### config.mk
export PLATFORM = sky130hd
export DESIGN_NAME = irq_status_ctrl
export DESIGN_NICKNAME = d
export VERILOG_FILES = /design/src/rtl/irq_pkg.sv /design/src/rtl/irq_rise_detect.sv /design/src/rtl/irq_w1c_bits.sv /design/src/rtl/irq_offline_flag.sv /design/src/rtl/irq_status_ctrl.sv
export SDC_FILE = /design/constraint.sdc
export NUM_CORES = 1
export LEC_CHECK = 0
export CORE_MARGIN = 2
export CORE_UTILIZATION = 46
export CTS_CLUSTER_SIZE = 10
export DETAILED_ROUTE_END_ITERATION = 16
export GPL_ROUTABILITY_DRIVEN = 0
export PLACE_DENSITY = 0.92
export SLEW_MARGIN = 20
export SYNTH_ARGS = -nofsm -noshare
export SYNTH_HDL_FRONTEND = slang
export SYNTH_HIERARCHICAL = 1
export SYNTH_SLANG_ARGS = --single-unit
export TNS_END_PERCENT = 100
### constraint.sdc
create_clock -name clk_i -period 3.29 [get_ports clk_i]
set_clock_uncertainty 0.05 [all_clocks]
set_input_delay 0.987 -clock clk_i [delete_from_list [all_inputs] [get_ports clk_i]]
set_output_delay 0.987 -clock clk_i [all_outputs]
set_load 0.01 [all_outputs]
### src/rtl/irq_pkg.sv
package irq_pkg;
  localparam int SRC_W  = 7;
  localparam int STAT_W = SRC_W + 1;

  localparam int B_RX_OK    = 0;
  localparam int B_TX_OK    = 1;
  localparam int B_RX_ERR   = 2;
  localparam int B_TX_ERR   = 3;
  localparam int B_RING_OVW = 4;
  localparam int B_CNT_OVF  = 5;
  localparam int B_DMA_DONE = 6;
  localparam int B_OFFLINE  = 7;

  typedef enum logic {
    SEL_STATUS = 1'b0,
    SEL_MASK   = 1'b1
  } reg_sel_e;
endpackage

### src/rtl/irq_rise_detect.sv
module irq_rise_detect #(
  parameter int N = 3
) (
  input  logic         clk_i,
  input  logic         rst_ni,
  input  logic [N-1:0] lvl_i,
  output logic         any_rise_o
);
  logic [N-1:0] lvl_q;

  always_ff @(posedge clk_i or negedge rst_ni) begin
    if (!rst_ni) lvl_q <= '0;
    else         lvl_q <= lvl_i;
  end

  assign any_rise_o = |(lvl_i & ~lvl_q);
endmodule

### src/rtl/irq_w1c_bits.sv
module irq_w1c_bits #(
  parameter int W = 7
) (
  input  logic         clk_i,
  input  logic         rst_ni,
  input  logic [W-1:0] set_i,
  input  logic [W-1:0] clr_i,
  output logic [W-1:0] q_o
);
  logic [W-1:0] q;

  for (genvar i = 0; i < W; i++) begin : g_bit
    always_ff @(posedge clk_i or negedge rst_ni) begin
      if (!rst_ni)       q[i] <= 1'b0;
      else if (set_i[i]) q[i] <= 1'b1;   // event beats host clear
      else if (clr_i[i]) q[i] <= 1'b0;
    end
  end

  assign q_o = q;

  a_r5_set_wins: assert property (@(posedge clk_i) disable iff (!rst_ni)
    (set_i != '0) |=> ((q_o & $past(set_i)) == $past(set_i)));

  a_r4_w1c_clears: assert property (@(posedge clk_i) disable iff (!rst_ni)
    ((clr_i & ~set_i) != '0) |=> ((q_o & $past(clr_i & ~set_i)) == '0));

  a_r2_hold: assert property (@(posedge clk_i) disable iff (!rst_ni)
    ((set_i == '0) && (clr_i == '0)) |=> (q_o == $past(q_o)));
endmodule

### src/rtl/irq_offline_flag.sv
module irq_offline_flag (
  input  logic clk_i,
  input  logic rst_ni,
  input  logic set_i,
  input  logic clr_i,
  output logic flag_o
);
  logic flag_q;

  // controller comes out of reset offline
  always_ff @(posedge clk_i or negedge rst_ni) begin
    if (!rst_ni)    flag_q <= 1'b1;
    else if (set_i) flag_q <= 1'b1;
    else if (clr_i) flag_q <= 1'b0;
  end

  assign flag_o = flag_q;

  a_r8_flag_set: assert property (@(posedge clk_i) disable iff (!rst_ni)
    set_i |=> flag_o);

  a_r8_flag_clr: assert property (@(posedge clk_i) disable iff (!rst_ni)
    (clr_i && !set_i) |=> !flag_o);
endmodule

### src/rtl/irq_status_ctrl.sv
module irq_status_ctrl
  import irq_pkg::*;
#(
  parameter int NUM_TALLY = 3
) (
  input  logic                 clk_i,
  input  logic                 rst_ni,
  input  logic                 rx_ok_i,
  input  logic                 tx_ok_i,
  input  logic                 rx_err_i,
  input  logic                 tx_err_i,
  input  logic                 ring_ovw_i,
  input  logic                 dma_done_i,
  input  logic [NUM_TALLY-1:0] tally_msb_i,
  input  logic                 enter_reset_i,
  input  logic                 start_cmd_i,
  input  logic                 pkt_removed_i,
  input  logic                 reg_we_i,
  input  logic                 reg_addr_i,
  input  logic [STAT_W-1:0]    reg_wdata_i,
  output logic [STAT_W-1:0]    reg_rdata_o,
  output logic                 irq_o
);
  logic              cnt_ovf_evt;
  logic [SRC_W-1:0]  src_evt;
  logic [SRC_W-1:0]  host_clr;
  logic [SRC_W-1:0]  status_q;
  logic [SRC_W-1:0]  mask_q;
  logic              offline;
  logic              wr_status;
  logic              wr_mask;
  logic              flag_set;
  logic              flag_clr;

  irq_rise_detect #(.N(NUM_TALLY)) u_rise (
    .clk_i      (clk_i),
    .rst_ni     (rst_ni),
    .lvl_i      (tally_msb_i),
    .any_rise_o (cnt_ovf_evt)
  );

  always_comb begin
    src_evt             = '0;
    src_evt[B_RX_OK]    = rx_ok_i;
    src_evt[B_TX_OK]    = tx_ok_i;
    src_evt[B_RX_ERR]   = rx_err_i;
    src_evt[B_TX_ERR]   = tx_err_i;
    src_evt[B_RING_OVW] = ring_ovw_i;
    src_evt[B_CNT_OVF]  = cnt_ovf_evt;
    src_evt[B_DMA_DONE] = dma_done_i;
  end

  assign wr_status = reg_we_i && (reg_addr_i == SEL_STATUS);
  assign wr_mask   = reg_we_i && (reg_addr_i == SEL_MASK);
  assign host_clr  = wr_status ? reg_wdata_i[SRC_W-1:0] : '0;

  irq_w1c_bits #(.W(SRC_W)) u_bits (
    .clk_i  (clk_i),
    .rst_ni (rst_ni),
    .set_i  (src_evt),
    .clr_i  (host_clr),
    .q_o    (status_q)
  );

  assign flag_set = enter_reset_i || ring_ovw_i;
  assign flag_clr = start_cmd_i || pkt_removed_i;

  irq_offline_flag u_flag (
    .clk_i  (clk_i),
    .rst_ni (rst_ni),
    .set_i  (flag_set),
    .clr_i  (flag_clr),
    .flag_o (offline)
  );

  always_ff @(posedge clk_i or negedge rst_ni) begin
    if (!rst_ni)      mask_q <= '0;
    else if (wr_mask) mask_q <= reg_wdata_i[SRC_W-1:0];
  end

  always_comb begin
    if (reg_addr_i == SEL_MASK) reg_rdata_o = {1'b0, mask_q};
    else                        reg_rdata_o = {offline, status_q};
  end

  assign irq_o = |(status_q & mask_q);

  a_r3_tally_rise: assert property (@(posedge clk_i) disable iff (!rst_ni)
    (|(tally_msb_i & ~$past(tally_msb_i))) |=> status_q[B_CNT_OVF]);

  a_r9_flag_no_irq: assert property (@(posedge clk_i) disable iff (!rst_ni)
    (status_q == '0) |-> !irq_o);

  a_r9_flag_readonly: assert property (@(posedge clk_i) disable iff (!rst_ni)
    (wr_status && reg_wdata_i[B_OFFLINE] && !flag_set && !flag_clr) |=> $stable(offline));

  a_r6_mask_hold: assert property (@(posedge clk_i) disable iff (!rst_ni)
    !wr_mask |=> $stable(mask_q));
endmodule

# Yosys cells after proc, flatten, opt, wreduce, memory -nomap -nowiden
# Cells that the tools add are included.
# totals
ff_bits	18
out_inout_bits	9
elab_cells	46
# op_classes
n_mux	18
bitwise	4
reduce_logical	14
# op_table
cell	n
2-to-1 mux 1 bit	16
nonzero test 2 bit	8
2-to-1 mux 8 bit	1
AND 7 bit	1
2-to-1 mux 7 bit	1
OR reduction 7 bit	1
AND 3 bit	1
inverter 3 bit	1
OR reduction 3 bit	1
logical AND 1 bit	2
logical OR 1 bit	2
inverter 1 bit	1

# Longest topological paths before layout
# Gate-level depths: netlist (run 1).
# logic_depth
ltp_word	5
mapped_depth	5
depth_no_buf	4

# Hierarchy
# Netlist (run 1), hierarchy kept.
# modules_own_cells
module	instances	cells_per_inst	area_per_inst_um2	seq_area_each_um2
irq_status_ctrl	1	38	499.2	175.2
irq_w1c_bits	1	21	254.0	175.2
irq_rise_detect	1	7	103.8	75.1
irq_offline_flag	1	3	37.5	26.3

# Worst setup path before layout (run 1)
# OpenSTA, ideal clock, no wires.
# synth_path
path_type	input-to-output
from	input port reg_addr_i
to	output port reg_rdata_o[0]
t_arrival_ns	1.492
required_ns	2.253
path_slack_ns	0.761
stages	2
path_buffers	1
path_cell_list	buf_6 mux2_2
# synth_between
elab_chain_cells	1
# synth_rtl
item	line	source
start: declaration	irq_status_ctrl.sv:19	input logic reg_addr_i,
2-to-1 mux 8 bit	irq_status_ctrl.sv:82	if (reg_addr_i == SEL_MASK) reg_rdata_o = {1'b0, mask_q};
end: declaration	irq_status_ctrl.sv:21	output logic [STAT_W-1:0] reg_rdata_o,
# No other way between the ends.

# Worst setup path in the final report (run 1)
# layout_path
from	input port reg_addr_i
to	output port reg_rdata_o[1]
# The elaborated chain is that of the path after synthesis.

==> run metrics, run 1 <==
status=complete, no violations; first-pass GRT wire length=2.97 mm; die outline width=48.1 um; Critical Path RT=2.25 ns; Netlist Area Pre-Place=895 um^2; logic gate share of total power=0.232; syn_nets=93; Post-DRT Antenna Nets=0; Worst EP arrival=1.88 ns; Slew @ Worst Pin=0.817 ns; Multi-input gate area=394 um^2; Fillers=132; DR DRC count=0; pre-CTS WS=-0.212 ns; Hold Vio Cnt, Final=0; synthesis warning total=6; FF-to-FF End=u_bits/q_o[5]$_DFFE_PN0P_; Total GRT Usage=0.192; Hold Buf Count CTS=0; #FFs+latches synth=18; Synth top area share=0.476; unrepaired setup endpoints after global routing=false; Clock power frac=0.266; maximum vdd drop=0.244 mV; Starting Density=0.502; worst setup path endpoint=reg_rdata_o[1]; Crit Path Max Fanout=9; H-tree levels=1; ANT cells=0; R2R Setup Slk=2.43 ns; switch share=0.245; Final Slew Violations=0; die area=2310 um^2; Synth area leaders=dfrtp_1, mux2_4, mux2_2; Placed Cells=125; via total after detailed routing=647; Seq pwr share=0.502; fin crit share=0.886; CP Capture Type=output port; Setup-failing EPs final=0; GRT overflow=0; worst reg-to-reg path cell count=3; Tot Pwr=511 uW; CTS buffer count=3; Switch Pwr=125 uW; Min Clock Period, post-route=2.92 ns; Startpoint Class=primary input; IO buf count=31; ratio of cells with drive above 1 in the final layout=0.257; CTS tree=done; critical path class=primary input to output port; root buffer cell=clkbuf_4; antenna violations before repair=0; First DRT Iteration DRCs=4; Slew HR=0.454; CTS Sinks=18; Leakage=0.558 nW; routed wire length=1.88 mm; most frequent cells in the layout=clkdlybuf4s50_1, dfrtp_1, inv_1, dlygate4sd2_1, a21o_1; post-synth top area cell=dfrtp_1; drt via density=4.98; setup ws final=0.374 ns; row count=15; area grow syn2layout=43.2%; post-DP HPWL=1.40 mm; largest net degree at the start of global routing=19; Max-Cap Viols=0; # IOs=33; setup TNS=0 ns; most common cell after layout, fill and taps aside=clkdlybuf4s50_1; Clock Path Buffers=2; Synth Area per Inst=13.0 um^2; Reg area=452 um^2; Routed wire per std cell=14.4 um; Clock Pin Slew Worst Setup and Hold Paths=0.10 ns; f_max=343 MHz; Clock Latency Late Sink=0.29 ns; Core Region=1780 um^2; r2r startpoint=u_rise/lvl_q[2]$_DFF_PN0_; Non-Filler Instances=130; HP Class=flip-flop to flip-flop; cells after synthesis=69; sequential area share after synthesis=0.505; drt pass-1 iters=4; critical path startpoint=reg_addr_i; Netlist cell types=17; utilization after layout=0.719; die height=48.1 um; NumNets Final=130; vias in the first global route=644; Internal=386 uW; power density over cell area=399 nW/um^2
cell type report:
type                    count  share of cell area
multi-input cells          40               0.308
flip-flops and latches     18               0.353
inverters                  10              0.0293
repair buffers             33               0.258
well taps                  25              0.0244
clock buffers               4              0.0283
cells in the mapped netlist:
cell and count:
a21o_1 8, a222oi_1 1, a22oi_1 2, and2_1 7, and2b_2 1, buf_6 1
dfrtp_1 17, dfstp_2 1, inv_1 10, mux2_2 7, mux2_4 7, nand2_8 1
nand2b_1 1, nand3_1 1, nor2b_4 1, o221ai_2 1, or2_2 2
what timing repair did:
action | in CTS | in global routing
setup endpoints to repair | 8 | 7
setup buffers | 1 | 0
endpoints found under the hold margin | 0 | 0
pin swaps | 0 | 0
gates resized for setup | 8 | 1
through the flow:
step / cell area (um^2) / hold slack, ns
floorplan: 895 / 0.418
global placement: 1240 / 0.433
detailed placement: 1240 / 0.444
CTS: 1280 / 0.470
global route: 1280 / 0.489
finish: 1280 / 0.462
worst min path at each step:
stage | from | endpoint | slack [ns] | cells past startpoint
floorplan | u_bits/q_o[6]$_DFFE_PN0P_ | u_bits/q_o[6]$_DFFE_PN0P_ | 0.42 | 1
global placement | u_bits/q_o[0]$_DFFE_PN0P_ | u_bits/q_o[0]$_DFFE_PN0P_ | 0.43 | 1
detailed placement | u_bits/q_o[0]$_DFFE_PN0P_ | u_bits/q_o[0]$_DFFE_PN0P_ | 0.44 | 1
CTS | u_bits/q_o[0]$_DFFE_PN0P_ | u_bits/q_o[0]$_DFFE_PN0P_ | 0.47 | 1
global route | u_bits/q_o[1]$_DFFE_PN0P_ | u_bits/q_o[1]$_DFFE_PN0P_ | 0.49 | 1
finish | u_bits/q_o[2]$_DFFE_PN0P_ | u_bits/q_o[2]$_DFFE_PN0P_ | 0.46 | 1
layer usage:
metal / wire, um / vias to the layer above / global-route usage
met4: 19 / 0 / 0.0973
met3: 74 / 2 / 0.0333
met1: 745 / 318 / 0.231
li1: - / 309 / -
met5: 0 / - / 0
met2: 1040 / 18 / 0.331
critical path, cell delays in order:
cell and delay [ns]:
dlymetal6s2s_1 0.13, buf_12 0.14, mux2_2 0.33, dlygate4sd2_1 0.28
power groups by stage:
stage | Sequential (mW) | Clock (mW) | Combinational [mW]
global route | 0.259 | 0.149 | 0.130
global placement | 0.259 | 0 | 0.124
detailed placement | 0.260 | 0 | 0.127
CTS | 0.256 | 0.141 | 0.121
finish | 0.256 | 0.136 | 0.119
floorplan | 0.256 | 0 | 0.0634
sequential cells by signal (all words and copies together), names as in the netlist:
| signal | flops |
|---|---|
| u_rise/lvl_q | 3 |
| mask_q | 7 |
| u_flag/flag_o | 1 |
| u_bits/q_o | 7 |
cell families after synthesis:
group / Yosys count / share of synthesized area
buffers and inverters: 11 / 0.0545
DFF: 18 / 0.505
muxes: 14 / 0.206
and+or+nand+nor: 14 / 0.123
AOI/OAI and AO/OA: 12 / 0.112
Power figures use the tool's default switching activity.
==> run 2: changes to the inputs <==
--- a/config.mk
+++ b/config.mk
@@ -5,12 +5,13 @@
 export SDC_FILE = /design/constraint.sdc
 export NUM_CORES = 1
 export LEC_CHECK = 0
-export CORE_MARGIN = 2
-export CORE_UTILIZATION = 46
+export ABC_AREA = 1
+export CORE_MARGIN = 5
+export CORE_UTILIZATION = 43
 export CTS_CLUSTER_SIZE = 10
 export DETAILED_ROUTE_END_ITERATION = 16
 export GPL_ROUTABILITY_DRIVEN = 0
-export PLACE_DENSITY = 0.92
+export PLACE_DENSITY = 0.86
 export SLEW_MARGIN = 20
 export SYNTH_ARGS = -nofsm -noshare
 export SYNTH_HDL_FRONTEND = slang
==> constraint.sdc (replaced) <==
create_clock -name clk_i -period 3.2 [get_ports clk_i]
set_clock_uncertainty 0.05 [all_clocks]
set_input_delay 0.96 -clock clk_i [delete_from_list [all_inputs] [get_ports clk_i]]
set_output_delay 0.96 -clock clk_i [all_outputs]
set_load 0.01 [all_outputs]
==> run 2 against run 1 <==
  * Clock-buffer cell count unchanged
  * Hold slack got worse by 0.041 ns
  * Final area increased by 2.5%
  * Synthesized cell count increased by 87%
  * Die area increased by 39%
  * Critical path type unchanged
  * Critical endpoint is now reg_rdata_o[2]
  * Largest cell class unchanged
==> run metrics, run 2 <==
CTS buffer count=3 (unchanged); ys async rst share=1.00 (unchanged); most common cell after layout, fill and taps aside=nand2_1; Netlist cell types=12 (-5); syn_nets=153 (+65%); ANT cells=0 (unchanged); r2r startpoint=u_rise/lvl_q[1]$_DFF_PN0_; DR DRC count=0 (unchanged); Synth top area share=0.455 (-0.0204); final instance area=1310 um^2 (+2.5%); Hold Path Depth=2 (+1); Slew HR=0.441 (-0.0123); top-count cell post-synth=nand2_1; cells after synthesis=129 (+87%); setup TNS=0 ns (unchanged); Total GRT Usage=0.153 (-0.0397); routed wire length=2.22 mm (+18%); CTS tree=done; Synth area leaders=dfrtp_1, nand2_1, inv_1; die area=3210 um^2 (+39%); Slew @ Worst Pin=0.835 ns (+0.0184 ns); status=complete, no violations; unrepaired setup endpoints after global routing=false; vias in the first global route=864 (+34%); f_max=322 MHz; top flip-flop cell by instance count after synthesis=dfrtp_1; Commonest cells post-synth=nand2_1, inv_1, dfrtp_1, nor2_1, o21ai_2; critical path class=primary input to output port; # IOs=33 (unchanged); die outline width=56.6 um (+18%); Max-Cap Viols=0 (unchanged); Netlist Area Pre-Place=935 um^2 (+4.5%); drt via density=4.52 (-9.2%); Core Region=2020 um^2 (+13%); drt pass-1 iters=4 (unchanged); Hold Vio Cnt, Final=0 (unchanged); Starting Density=0.462 (-0.0395); CP Capture Type=output port; antenna violations before repair=0 (unchanged); FF-to-FF End=u_bits/q_o[5]$_DFFE_PN0P_; Routed wire per std cell=11.5 um (-20%); first-pass GRT wire length=3.81 mm (+28%); root buffer cell=clkbuf_4; Setup-failing EPs final=0 (unchanged); post-DP HPWL=1.59 mm (+14%); worst reg-to-reg path cell count=5 (+2); largest net degree at the start of global routing=19 (unchanged); Setup Buffers After CTS=0 (-1); synthesis warning total=6 (unchanged); GRT overflow=0 (unchanged); Min Clock Period, post-route=3.11 ns; #FFs+latches synth=18 (unchanged); hold path endpoint=u_flag/flag_o$_DFFE_PN1P_; via total after detailed routing=868 (+34%); area grow syn2layout=40.6%; hold path start=u_flag/flag_o$_DFFE_PN1P_; EDFF count, synth=0 (unchanged); die height=56.6 um (+18%); H-tree levels=1 (unchanged); Clock Path Buffers=2 (unchanged); fin crit share=0.971; most frequent cells in the layout=nand2_1, clkdlybuf4s50_1, inv_1, dfrtp_1, nor2_1; Synth Area per Inst=7.25 um^2 (-44%); Worst EP arrival=2.10 ns (+0.22 ns); First DRT Iteration DRCs=18 (+14); Area after DPL=1280 um^2 (+2.7%); maximum vdd drop=0.226 mV (-7.4%); Post-DRT Antenna Nets=0 (unchanged); Crit Path Max Fanout=8 (-1); Startpoint Class=primary input; row count=16 (+1); post-synth top area cell=dfrtp_1; HP Class=flip-flop to flip-flop; Clock Pin Slew Worst Setup and Hold Paths=0.10 ns (about the same); ratio of cells with drive above 1 in the final layout=0.121 (-0.136); NumNets Final=190 (+46%); IO buf count=31 (unchanged); Leakage=0.723 nW (+30%); Clock Latency Late Sink=0.30 ns (about the same); Final Slew Violations=0 (unchanged); R2R Setup Slk=2.45 ns (+0.02 ns); sequential area share after synthesis=0.483 (-0.0216); CTS Sinks=18 (unchanged); power density over cell area=407 nW/um^2 (+1.9%); Critical Path RT=2.19 ns (-0.06 ns)
[run 2: cell count changes in the layout (fill, tap and decap cells not counted), sizes merged, moves of 8 or more]
cell,before,now
mux2,14,0
nand2,1,60
a21o,8,0
clkdlybuf4s50,22,30
inv,10,29
nor2,0,10
[run 2: area by class of cell]
cell class	instances	area, um^2
clock buffer	4	36.3
fill	173	708
inverter	29	109
multi-input combinational	80	352
sequential	18	452
tap	27	33.8
timing repair buffer	34	332
[run 2: cells by family (layout without fill, tap and decap cells)]
kind of cell,count (synthesis),in the layout,share of synthesized area
and+or+nand+nor,73,73,0.311
AOI/OAI and AO/OA,7,7,0.0656
buffers and inverters,31,67,0.141
DFF,18,18,0.483
[run 2: worst max-delay path by stage]
stage                from  depth (start not counted)              to  slack [ns]
2_1_floorplan  reg_addr_i                          4  reg_rdata_o[0]        0.87
3_3_place_gp   reg_addr_i                          5  reg_rdata_o[2]       -0.13
3_5_place_dp   reg_addr_i                          5  reg_rdata_o[2]       -0.13
4_1_cts        reg_addr_i                          5  reg_rdata_o[2]        0.11
5_1_grt        reg_addr_i                          5  reg_rdata_o[1]        0.03
6_report       reg_addr_i                          5  reg_rdata_o[2]        0.09
[run 2: critical path, stage by stage]
cell and delay (ns):
dlygate4sd2_1 0.28, inv_2 0.16, nand2_1 0.09, nand2_1 0.07
clkdlybuf4s50_1 0.53
[run 2: where the power goes]
part           total [mW]  switching, mW  internal, mW
logic               0.129         0.0602        0.0683
clock network       0.145         0.0757        0.0694
registers           0.261         0.0146         0.246
total               0.534          0.151         0.384
[run 2: timing repair]
action | in CTS | in global routing
hold buffers | 0 | 0
endpoints found under the setup margin | 8 | 0
resized for setup | 1 | 0
[run 2: per-layer routing]
layer	routed length (um)	GRT usage	part of all wire	vias to the layer above
li1	-	-	-	440
met1	878	0.172	0.40	385
met2	1130	0.274	0.51	39
met3	169	0.0275	0.076	4
met4	43	0.0712	0.019	0
met5	0	0	0	-
[run 2: per-stage QoR]
| step | hold slack [ns] | worst slack [ns] | power [mW] | util | cells |
|---|---|---|---|---|---|
| after CTS | 0.424 | 0.107 | 0.538 | 0.650 | 192 |
| final | 0.421 | 0.0938 | 0.534 | 0.650 | 192 |
| after detailed placement | 0.408 | -0.133 | 0.392 | 0.632 | 188 |
| after global placement | 0.404 | -0.126 | 0.386 | 0.632 | 188 |
| after global routing | 0.438 | 0.0307 | 0.561 | 0.650 | 192 |
| after floorplan | 0.391 | 0.866 | 0.324 | - | 129 |
